File: src/rtl/vpm_pkg.sv
package vpm_pkg;
  // Default geometry of the measurement path
  localparam int unsigned PERIOD_W_DEF = 12;
  localparam int unsigned TICK_DIV_DEF = 400; // 8 us at 50 MHz
  localparam int unsigned FILT_CYC_DEF = 7;   // >= 125 ns at 50 MHz

  // Priority of the counter update in one cycle
  typedef enum logic [1:0] {
    UPD_HOLD    = 2'd0,
    UPD_CLEAR   = 2'd1,
    UPD_CAPTURE = 2'd2,
    UPD_TICK    = 2'd3
  } upd_e;
endpackage

File: src/rtl/vpm_tick_gen.sv
module vpm_tick_gen #(
  parameter int unsigned TICK_DIV = vpm_pkg::TICK_DIV_DEF
) (
  input  logic clk,
  input  logic rst_n,
  output logic tick_o
);
  localparam int unsigned DW = (TICK_DIV > 2) ? $clog2(TICK_DIV) : 1;
  localparam logic [DW-1:0] LAST = DW'(TICK_DIV - 1);

  logic [DW-1:0] div_q, div_d;
  logic          wrap;

  always_comb begin
    wrap  = (div_q == LAST);
    div_d = wrap ? '0 : div_q + 1'b1;
  end

  always_ff @(posedge clk or negedge rst_n) begin
    if (!rst_n) div_q <= '0;
    else        div_q <= div_d;
  end

  assign tick_o = wrap;

  // one tick, then the divider starts a fresh interval
  p_tick_restart_r2: assert property (@(posedge clk) disable iff (!rst_n)
    tick_o |=> (div_q == '0));
  p_tick_single_r2: assert property (@(posedge clk) disable iff (!rst_n)
    tick_o |=> !tick_o);
endmodule

File: src/rtl/vpm_sync_filter.sv
module vpm_sync_filter #(
  parameter int unsigned FILT_CYC = vpm_pkg::FILT_CYC_DEF
) (
  input  logic clk,
  input  logic rst_n,
  input  logic raw_i,
  output logic rise_o
);
  localparam int unsigned CW = $clog2(FILT_CYC + 1);
  localparam logic [CW-1:0] LIMIT = CW'(FILT_CYC - 1);

  logic          meta_q, sync_q;
  logic          lvl_q, lvl_d, lvl_dly_q;
  logic [CW-1:0] run_q, run_d;
  logic          differs;

  // two-flop synchronizer
  always_ff @(posedge clk or negedge rst_n) begin
    if (!rst_n) begin
      meta_q <= 1'b0;
      sync_q <= 1'b0;
    end else begin
      meta_q <= raw_i;
      sync_q <= meta_q;
    end
  end

  // pulse-width filter: next state
  always_comb begin
    differs = (sync_q != lvl_q);
    lvl_d   = lvl_q;
    run_d   = '0;
    if (differs) begin
      if (run_q == LIMIT) begin
        lvl_d = sync_q;
        run_d = '0;
      end else begin
        run_d = run_q + 1'b1;
      end
    end
  end

  always_ff @(posedge clk or negedge rst_n) begin
    if (!rst_n) begin
      lvl_q     <= 1'b0;
      lvl_dly_q <= 1'b0;
      run_q     <= '0;
    end else begin
      lvl_q     <= lvl_d;
      lvl_dly_q <= lvl_q;
      run_q     <= run_d;
    end
  end

  assign rise_o = lvl_q & ~lvl_dly_q;

  // the filtered level only moves once the synchronized input has disagreed long enough
  p_filter_hold_r6: assert property (@(posedge clk) disable iff (!rst_n)
    (!differs || run_q != LIMIT) |=> (lvl_q == $past(lvl_q)));
  p_run_bound_r6: assert property (@(posedge clk) disable iff (!rst_n)
    run_q <= LIMIT);
  p_rise_single_r3: assert property (@(posedge clk) disable iff (!rst_n)
    rise_o |=> !rise_o);
endmodule

File: src/rtl/vpm_period_counter.sv
module vpm_period_counter
  import vpm_pkg::*;
#(
  parameter int unsigned PERIOD_W = PERIOD_W_DEF
) (
  input  logic                clk,
  input  logic                rst_n,
  input  logic                tick_i,
  input  logic                rise_i,
  input  logic                clr_i,
  output logic [PERIOD_W-1:0] period_o,
  output logic                ovf_o
);
  localparam logic [PERIOD_W-1:0] CNT_MAX = {PERIOD_W{1'b1}};

  logic [PERIOD_W-1:0] cnt_q, cnt_d, per_q, per_d;
  logic                ovf_q, ovf_d;
  upd_e                upd;

  always_comb begin
    if (clr_i)       upd = UPD_CLEAR;
    else if (rise_i) upd = UPD_CAPTURE;
    else if (tick_i) upd = UPD_TICK;
    else             upd = UPD_HOLD;
  end

  always_comb begin
    cnt_d = cnt_q;
    per_d = per_q;
    ovf_d = ovf_q;
    unique case (upd)
      UPD_CLEAR: begin
        cnt_d = '0;
        ovf_d = 1'b0;
      end
      UPD_CAPTURE: begin
        per_d = cnt_q;
        cnt_d = '0;
      end
      UPD_TICK: begin
        if (cnt_q == CNT_MAX) ovf_d = 1'b1;
        else                  cnt_d = cnt_q + 1'b1;
      end
      default: ;
    endcase
  end

  always_ff @(posedge clk or negedge rst_n) begin
    if (!rst_n) begin
      cnt_q <= '0;
      per_q <= '0;
      ovf_q <= 1'b0;
    end else begin
      cnt_q <= cnt_d;
      per_q <= per_d;
      ovf_q <= ovf_d;
    end
  end

  assign period_o = per_q;
  assign ovf_o    = ovf_q;

  // sticky flag
  p_ovf_sticky_r5: assert property (@(posedge clk) disable iff (!rst_n)
    (ovf_q && !clr_i) |=> ovf_q);
  // tick at the ceiling raises the flag and the count stays put
  p_no_wrap_r7: assert property (@(posedge clk) disable iff (!rst_n)
    (cnt_q == CNT_MAX && tick_i && !rise_i && !clr_i) |=> (ovf_q && cnt_q == CNT_MAX));
  // clear restarts the measurement
  p_clear_restart_r8: assert property (@(posedge clk) disable iff (!rst_n)
    clr_i |=> (cnt_q == '0 && !ovf_q));
  // period only moves on an unpreempted capture
  p_period_hold_r3: assert property (@(posedge clk) disable iff (!rst_n)
    (!rise_i || clr_i) |=> $stable(per_q));
  // counting restarts from zero on capture
  p_capture_restart_r4: assert property (@(posedge clk) disable iff (!rst_n)
    (rise_i && !clr_i) |=> (cnt_q == '0));
endmodule

File: src/rtl/vsync_period_meter.sv
module vsync_period_meter #(
  parameter int unsigned TICK_DIV = vpm_pkg::TICK_DIV_DEF,
  parameter int unsigned FILT_CYC = vpm_pkg::FILT_CYC_DEF,
  parameter int unsigned PERIOD_W = vpm_pkg::PERIOD_W_DEF
) (
  input  logic                clk,
  input  logic                rst_n,
  input  logic                vsync_in,
  input  logic                ovf_clr,
  output logic [PERIOD_W-1:0] period_o,
  output logic                ovf_o
);
  logic rst_meta_q, rst_int_n;
  logic tick, rise;

  // asynchronous assert, synchronous release
  always_ff @(posedge clk or negedge rst_n) begin
    if (!rst_n) begin
      rst_meta_q <= 1'b0;
      rst_int_n  <= 1'b0;
    end else begin
      rst_meta_q <= 1'b1;
      rst_int_n  <= rst_meta_q;
    end
  end

  vpm_tick_gen #(.TICK_DIV(TICK_DIV)) u_tick (
    .clk    (clk),
    .rst_n  (rst_int_n),
    .tick_o (tick)
  );

  vpm_sync_filter #(.FILT_CYC(FILT_CYC)) u_filt (
    .clk    (clk),
    .rst_n  (rst_int_n),
    .raw_i  (vsync_in),
    .rise_o (rise)
  );

  vpm_period_counter #(.PERIOD_W(PERIOD_W)) u_cnt (
    .clk      (clk),
    .rst_n    (rst_int_n),
    .tick_i   (tick),
    .rise_i   (rise),
    .clr_i    (ovf_clr),
    .period_o (period_o),
    .ovf_o    (ovf_o)
  );

  // outputs idle while the block is held in reset
  p_reset_idle_r1: assert property (@(posedge clk)
    !rst_int_n |-> (period_o == '0 && !ovf_o));
endmodule

File: config.mk
export PLATFORM = sky130hd
export DESIGN_NAME = vsync_period_meter
export DESIGN_NICKNAME = d
export VERILOG_FILES = /design/src/rtl/vpm_pkg.sv /design/src/rtl/vpm_tick_gen.sv /design/src/rtl/vpm_sync_filter.sv /design/src/rtl/vpm_period_counter.sv /design/src/rtl/vsync_period_meter.sv
export SDC_FILE = /design/constraint.sdc
export NUM_CORES = 1
export LEC_CHECK = 0
export BUFFER_PORTS_ARGS = -buffer_cell sky130_fd_sc_hd__buf_2
export CAP_MARGIN = 20
export CORE_AREA = 5 5 96 71
export DETAILED_ROUTE_END_ITERATION = 6
export DIE_AREA = 0 0 101 76
export HOLD_SLACK_MARGIN = 0.15
export PLACE_DENSITY = 0.58
export SLEW_MARGIN = 20
export SYNTH_ARGS = -nofsm -noshare
export SYNTH_HDL_FRONTEND = slang
export SYNTH_SLANG_ARGS = --single-unit
File: constraint.sdc
create_clock -name clk -period 2.5 [get_ports clk]
set_input_delay 0.25 -clock clk [delete_from_list [all_inputs] [get_ports clk]]
set_output_delay 0.25 -clock clk [all_outputs]
set_load 0.02 [all_outputs]
Word level (Yosys, flattened, before mapping)
Cells that the tools add are included.

Bits in registers: 43. Output and inout port bits: 13. Word-level logic and storage cells: 41.

$add $sub $neg: 3. Equality and inequality tests: 9. Mux-type cells: 10. Bitwise gates (word level): 2. Reduce and logical (&&, ||, !) cells: 6.

Operators with widths (number): one-hot mux 12 bit (2 select lines) (1); adder 12 x 1 -> 12 bit, second input constant (1); == test 12 bit, second input constant (1); two-way mux 12 bit (1); adder 9 x 1 -> 9 bit, second input constant (1); == test 9 bit, second input constant (1); two-way mux 9 bit (1); two-way mux 2 bit (3); two-way mux 3 bit (2); AND reduction 2 bit (3); == test 2 bit, second input constant (2); nonzero test 2 bit (2); adder 3 x 1 -> 3 bit, second input constant (1); == test 3 bit, second input constant (1); == test 2 x 1 -> 1 bit, second input constant (1); inequality test 2 x 1 -> 1 bit, second input constant (1); inequality test 2 bit, second input constant (1); one-hot mux 1 bit (2 select lines) (1); OR reduction 2 bit (1); bitwise AND 1 bit (1); two-way mux 1 bit (1); inequality test 1 bit (1); NOT 1 bit (1).

Logic depth before layout (Yosys ltp)
Gate-level depths: netlist of run 1.

Depth after elaboration: 8. Depth in mapped cells: 11. Depth with buffers taken out: 10.

Modules after synthesis
Synthesis of run 1 repeated with hierarchy kept, for this count alone.

Cells, all modules: 165. Area, all modules: 1960.6 µm².

Modules (own cells, without submodules): vpm_period_counter (instances 1, cells each 107, area an instance 1234.9 µm², seq. area each 625.6 µm²); vpm_tick_gen (instances 1, cells each 37, area an instance 416.6 µm², seq. area each 225.2 µm²); vpm_sync_filter (instances 1, cells each 18, area an instance 255.2 µm², seq. area each 175.2 µm²); vsync_period_meter (instances 1, cells each 3, area an instance 53.8 µm², seq. area each 50.0 µm²).

Worst setup path before layout of run 1
No wires, ideal clock.

Path kind: reg2reg. From: reg u_tick.div_q[0]. To: reg u_cnt.per_q[0], in the netlist u_cnt.period_o[0]. Library setup time: 125 ps. Data arrival time: 2294 ps. Data required time: 2375 ps. Slack: 82 ps. Stages on the path, launching flop included: 10. Buffers on the path: 2. Path through: dfrtp_1 ha_1 and3_1 and2_1 and3_1 clkbuf_1 a21oi_1 ha_1 buf_1 mux2_2.

Word-level cells in the longest chain between the ends: 5.

Ends and longest elaborated chain: from (decl) (RTL line vpm_tick_gen.sv:11) `logic [DW-1:0] div_q, div_d;`; from (signal assigned) (RTL line vpm_tick_gen.sv:21) `else div_q <= div_d;`; == test 9 bit (RTL line vpm_tick_gen.sv:15) `wrap = (div_q == LAST);`; two-way mux 2 bit (RTL line vpm_period_counter.sv:23) `else if (tick_i) upd = UPD_TICK;`; two-way mux 2 bit (RTL line vpm_period_counter.sv:22) `else if (rise_i) upd = UPD_CAPTURE;`; two-way mux 2 bit (RTL line vpm_period_counter.sv:21) `if (clr_i) upd = UPD_CLEAR;`; == test 2 bit (RTL line vpm_period_counter.sv:31) `unique case (upd)`; to (signal assigned) (RTL line vpm_period_counter.sv:55) `per_q <= per_d;`; to (decl) (RTL line vpm_period_counter.sv:16) `logic [PERIOD_W-1:0] cnt_q, cnt_d, per_q, per_d;`.

No other way between the ends. A chain may end at the register's enable or synchronous reset.

Final worst setup path of run 1
From: reg u_tick.div_q[0]. To: reg u_cnt.cnt_q[10].

Word-level cells in the longest chain between the ends: 8.

Ends and longest elaborated chain: == test 9 bit * (RTL line vpm_tick_gen.sv:15); two-way mux 2 bit * (RTL line vpm_period_counter.sv:23); two-way mux 2 bit * (RTL line vpm_period_counter.sv:22); two-way mux 2 bit * (RTL line vpm_period_counter.sv:21); == test 2 bit or == test 2 x 1 -> 1 bit (tied branches) (RTL line vpm_period_counter.sv:31); OR reduction 2 bit (no line); nonzero test 2 bit (no line); AND reduction 2 bit (no line); to (signal assigned) (RTL line vpm_period_counter.sv:54) `cnt_q <= cnt_d;`; to (decl) (RTL line vpm_period_counter.sv:16).

Mark *: on every way between the ends. The rest lies on a longest branch, timed or not.

==> results of run 1 <==
==> kinds of logic after synthesis <==
kind of cell,count (synthesis),share of synthesized area [%]
compound gates,33,11.6
flops,43,55.1
xor+xnor,7,3.14
mux,17,9.73
other cells,1,0.192
fa+ha+maj,5,3.20
simple gates,49,14.5
buf+inv,12,2.56
==> cells in the final DEF, fill, tap and decap left out, types with 3 or more instances in the layout <==
| cell | instances |
|---|---|
| ha_1 | 4 |
| clkbuf_8 | 5 |
| nand3_1 | 6 |
| mux2i_1 | 3 |
| inv_1 | 6 |
| buf_4 | 8 |
| and2_1 | 3 |
| a31oi_1 | 8 |
| dfrtp_1 | 43 |
| mux2_2 | 13 |
| xnor2_1 | 5 |
| buf_2 | 16 |
| nor2_1 | 10 |
| nand2b_1 | 4 |
| o21ai_0 | 7 |
| a21oi_1 | 9 |
| nand2_1 | 9 |
==> area by class of cell <==
type	count	area, µm²	share of cell area, %
clock buffers	5	68.8	2.97
clock inverters	3	43.8	1.89
inverters	6	22.5	0.972
multi-input cells	112	847	36.6
flip-flops and latches	43	1080	46.5
well taps	78	97.6	4.21
repair buffers	26	160	6.92
==> power by group through the flow <==
stage	Sequential [mW]	Combinational, mW	Clock [mW]
global placement	0.796	0.204	0
global route	0.791	0.232	0.581
detailed placement	0.799	0.205	0
CTS	0.784	0.209	0.549
floorplan	0.813	0.123	0
finish	0.783	0.209	0.527
==> path summary, 6_finish.rpt <==
| check | to | slack, ps |
|---|---|---|
| max in group asynchronous | u_cnt.cnt_q[0]$_DFFE_PN0P_ | 2060 |
| setup reg to reg | u_cnt.cnt_q[10]$_DFFE_PN0P_ | 190 |
| setup / recovery | u_cnt.cnt_q[10]$_DFFE_PN0P_ | 190 |
| hold reg to reg | u_tick.div_q[3]$_DFF_PN0_ | 230 |
| hold / removal | u_tick.div_q[3]$_DFF_PN0_ | 230 |
| min in group clk | rst_int_n$_DFF_PN0_ | 350 |
==> layer usage <==
layer / global-route usage, % / vias up
li1: - / 654
met2: 13.1 / 18
met5: 0 / -
met3: 3.39 / 5
met1: 14.7 / 592
met4: 3.59 / 0
==> synth_stat cells, types with 2 or more instances <==
cell      count
clkbuf_1      3
nand2_1       9
a21o_1        2
mux2_2       13
ha_1          5
dfrtp_1      43
nand2b_1      4
o21ai_0       7
a21oi_1       9
nand3_1       6
and2_1        3
a31oi_1       8
xor2_1        2
mux2i_1       3
nor2_1       10
xnor2_1       5
and3_1        3
nand4_1       2
nor3_1        3
inv_1         6
a41oi_1       2
==> repair_timing <==
item | 4_1_cts | 5_1_grt
hold endpoints to repair | 3 | 0
resized for setup | 1 | 3
setup endpoints to repair | 2 | 9
hold buffers | 2 | 0
pin swaps | 0 | 0
==> through the flow <==
step / total power, mW / instances / setup slack [ps] / utilization, %
global route: 1.60 / 273 / 21.2 / 39.1
finish: 1.52 / 273 / 188 / 39.1
global placement: 0.999 / 263 / 99.6 / 36.6
floorplan: 0.936 / 167 / 81.7 / -
detailed placement: 1.00 / 263 / -28.7 / 36.6
CTS: 1.54 / 273 / 64.4 / 38.9
==> state kept, by name, summed over array words and instances, names as in the netlist <==
name              flops
u_filt.lvl_q          1
u_cnt.period_o       12
rst_int_n             1
u_filt.lvl_dly_q      1
u_cnt.ovf_o           1
u_filt.meta_q         1
u_filt.run_q          3
u_tick.div_q          9
u_filt.sync_q         1
u_cnt.cnt_q          12
rst_meta_q            1
==> worst max-delay path, delay by kind of cell (launching register included) <==
kind            cells  cell delay [ps]
simple gates        3              660
buf+inv             1              190
flops               1              390
compound gates      2              330
mux                 1              160
fa+ha+maj           2              430
==> metrics.cfg, run 1 <==
[drt]
top_layer_used = met4
post_drt_wl_per_cell_um = 12.9
drcViolationCount = 0
wl_met2_um = 1370
ant_nets = 0
wirelength_met1_um = 1950
drt_iter0_markers = 65
firstDrtPassIters = 4
vias = 1269
vias_per_cell = 4.65
routed_wl_um = 3530
dr_wl_met3_um = 152

[die]
die_h_um = 76
die-area_um2 = 7680
ios = 17
initial_core_util_pct = 33.0
die_x_um = 101
core_um2 = 5920
num_rows = 24

[worst_setup_path]
endpoint_kind = flip-flop
cp-startpoint = u_tick.div_q[0]$_DFF_PN0_
crit_type = reg2reg
r2r_start = u_tick.div_q[0]$_DFF_PN0_
required_ps = 2650
critPathSlowestCell = dfrtp_1
worst_setup_path_start_kind = flip-flop
arrival_ps = 2460
slowest_delay_ps = 390
crit_fanout = 10
crit_chain = ha_1 > and3_1 > and2_1 > and3_2 > a21o_1 > ha_4 > mux2i_2 > buf_4 > o221ai_1
rr_worst_depth = 9

[cells_and_area]
n_antenna_cell = 0
nNetsFinal = 203
design_area_um2 = 2320
nFillCells = 574
drive_gt1_share_pct = 29.2
area_growth_pct = 18.5

[cts]
clkTransAtPathRegs_ps = 80
cts_htree_levels = 2
clockBufferDepth = 2
cts_tree = yes
cts_setup_buffers = 0
cts.sinks = 43
numCtsBuffers = 5
insertion_delay_ps = 290
cts-root-buf = clkbuf_8

[synth]
synth_cell_type_count = 40
avgSynthCellArea_um2 = 11.7
synthesis.nets = 176
netlist_area_um2 = 1950
synth-seq-area-share_pct = 55.1
synth_edf_count = 0
synth_top_area_cell = dfrtp_1
ys.flop_type = dfrtp_1
synth_top_area_share_pct = 55.1
async_reset_ff_share_pct = 100
yosys_warnings = 0
syn_inst = 167
synth_seq_cells = 43
synthTopCellsByArea = dfrtp_1, mux2_2, ha_1

[global_routing]
grt_pass1_wl_um = 6080
grt_max_degree = 22
grt.overflow.total = 0
grt_pass1_vias = 1241
grt_antenna_before_repair = 0
grt_usage_pct = 9.86

[timing]
fin_worst_skew_ps = 6.94
fin_setup_tns_ps = 0
min_period_ps = 2310
rsz0062_at_grt = false
setup_viol = 0
fmax_mhz = 432
fin_crit_sh_pct = 92.5
holdWs_ps = 228
finalHoldViolations = 0
maxSlewViolCount = 0

[power]
seqPwrFrac_pct = 51.5
vdd_drop_max_mv = 0.252
power_density_nw_per_um2 = 656
power.switching_mw = 0.383
p_comb_share_pct = 13.8
p_leak_nw = 1.04
p_int_mw = 1.14
p_sw_share_pct = 25.2
power.share.clock_pct = 34.7

[run]
cap_violations = 0

[placement]
placed_area_um2 = 2160
io_buffer_count = 16
gp_congestion = 0.780
dp_hpwl_um = 2620

[hold_path]
hp-class = reg2async

[run_status]
status = complete, no violations

Power figures use the tool's default switching activity.
==> run 2, diff against run 1 <==
Clock period 2.5 ns to 2.65 ns, I/O delays scaled along.
==> run 2 against run 1 <==
Net effect: global-route usage is 0.20 points higher; sequential power is 5.0% lower; clock-buffer cell count is 1 higher; flip-flop and latch count stayed put; via count is 1.7% lower; critical endpoint is now u_cnt.cnt_q[9]$_DFFE_PN0P_.
==> metrics.cfg, run 2 (synthesized netlist as in run 1, its figures left out) <==
[die]
die_h_um = 76  ; unchanged
die_x_um = 101  ; unchanged
initial_core_util_pct = 33.0  ; unchanged
die-area_um2 = 7680  ; unchanged
core_um2 = 5920  ; unchanged
ios = 17  ; unchanged
num_rows = 24  ; unchanged

[worst_setup_path]
required_ps = 2870  ; was 2650 ps
endpoint_kind = flip-flop  ; unchanged
crit_fanout = 16  ; was 10
crit_type = reg2reg  ; unchanged
rr_worst_depth = 11  ; was 9
arrival_ps = 2600  ; was 2460 ps
worst_setup_path_start_kind = flip-flop  ; unchanged

[global_routing]
grt_antenna_before_repair = 0  ; unchanged
grt.overflow.total = 0  ; unchanged
grt_pass1_wl_um = 6020  ; was 6080 µm
grt_max_degree = 30  ; was 22
grt_usage_pct = 10.1  ; was 9.86%
grt_pass1_vias = 1190  ; was 1241

[drt]
firstDrtPassIters = 4  ; unchanged
wirelength_met1_um = 2000  ; was 1950 µm
vias_per_cell = 4.64  ; was 4.65
drt_iter0_markers = 61  ; was 65
routed_wl_um = 3630  ; was 3530 µm
post_drt_wl_per_cell_um = 13.5  ; was 12.9 µm
drcViolationCount = 0  ; unchanged
vias = 1248  ; was 1269
dr_wl_met3_um = 144  ; was 152 µm
top_layer_used = met4  ; unchanged
ant_nets = 0  ; unchanged
wl_met2_um = 1400  ; was 1370 µm

[cts]
clockBufferDepth = 2  ; unchanged
numCtsBuffers = 5  ; unchanged
clkTransAtPathRegs_ps = 80  ; about the same
cts-root-buf = clkbuf_8  ; unchanged
insertion_delay_ps = 290  ; about the same
cts_htree_levels = 2  ; unchanged
cts_tree = yes  ; unchanged
cts.sinks = 43  ; unchanged
cts_setup_buffers = 0  ; unchanged

[cells_and_area]
nFillCells = 581  ; was 574
area_growth_pct = 15.2  ; was 18.5%
final_cell_mix = dfrtp_1, buf_2, mux2_2  ; unchanged
n_antenna_cell = 0  ; unchanged
design_area_um2 = 2250  ; was 2320 µm²
drive_gt1_share_pct = 26.7  ; was 29.2%
final_common_cell = dfrtp_1  ; unchanged
nNetsFinal = 200  ; was 203

[timing]
fin_worst_skew_ps = 7.63  ; was 6.94 ps
maxSlewViolCount = 0  ; unchanged
rsz0062_at_grt = false  ; unchanged
setup_viol = 0  ; unchanged
fin_setup_tns_ps = 0  ; unchanged
fmax_mhz = 420  ; was 432 MHz
min_period_ps = 2380  ; was 2310 ps
finalHoldViolations = 0  ; unchanged
fin_crit_sh_pct = 89.9  ; was 92.5%

[power]
power_density_nw_per_um2 = 595  ; was 656 nW/µm²
p_leak_nw = 1.02  ; was 1.04 nW
vdd_drop_max_mv = 0.220  ; was 0.252 mV

[placement]
dp_hpwl_um = 2660  ; was 2620 µm
gp_congestion = 0.802  ; was 0.780
placed_area_um2 = 2140  ; was 2160 µm²
io_buffer_count = 16  ; unchanged

[run_status]
status = complete, no violations  ; unchanged

[hold_path]
hp-class = reg2async  ; unchanged

[run]
cap_violations = 0  ; unchanged

## run 2: final timing paths
check                      slack [ps]                    endpoint                       from
min                               200  u_cnt.cnt_q[3]$_DFFE_PN0P_        rst_int_n$_DFF_PN0_
max reg2reg                       270  u_cnt.cnt_q[9]$_DFFE_PN0P_  u_tick.div_q[0]$_DFF_PN0_
max                               270  u_cnt.cnt_q[9]$_DFFE_PN0P_  u_tick.div_q[0]$_DFF_PN0_
min in group clk                  350         rst_int_n$_DFF_PN0_       rst_meta_q$_DFF_PN0_
max in group asynchronous        1690  u_cnt.cnt_q[7]$_DFFE_PN0P_        rst_int_n$_DFF_PN0_
min reg2reg                       200  u_cnt.cnt_q[3]$_DFFE_PN0P_        rst_int_n$_DFF_PN0_
## run 2: metrics by stage
step	hold WS, ps	worst slack [ps]	utilization, %	std cells	power, mW
finish	199	267	38.1	269	1.34
global route	264	86.4	38.1	269	1.42
CTS	223	166	38.0	269	1.37
detailed placement	52.0	187	36.2	260	0.943
global placement	52.5	261	36.2	260	0.938
floorplan	-30.6	232	-	167	0.883
## run 2: area by class of cell
type,instances,area (µm²),share of cell area [%]
flip-flops and latches,43,1080,47.8
multi-input cells,112,831,36.9
repair buffers,23,138,6.11
well taps,78,97.6,4.33
clock buffers,6,82.6,3.67
inverters,6,22.5,1.00
clock inverters,1,5.00,0.222
## run 2: what timing repair did
item	in CTS	in global routing
gates resized for setup	0	1
hold buffers	2	0
endpoints found under the hold margin	3	0
setup endpoints to repair	0	1
## run 2: where the power goes
part / switching (mW) / internal (mW)
registers: 0.0424 / 0.701
clock network: 0.207 / 0.204
logic: 0.0993 / 0.0865
## run 2: critical path, stage by stage, from the launching register on
cell and delay (ps):
dfrtp_1 370, ha_1 180, and3_1 210, and2_1 190
and3_1 290, a21o_1 170, ha_2 270, buf_4 230
nand2b_1 80, nor4_1 180, a31oi_1 70, o21ai_0 80
## run 2: routing by layer
layer / vias to the layer above / global-route usage [%]
met1: 575 / 15.3
met4: 0 / 4.38
met3: 7 / 2.84
met5: - / 0
li1: 643 / -
met2: 23 / 13.1
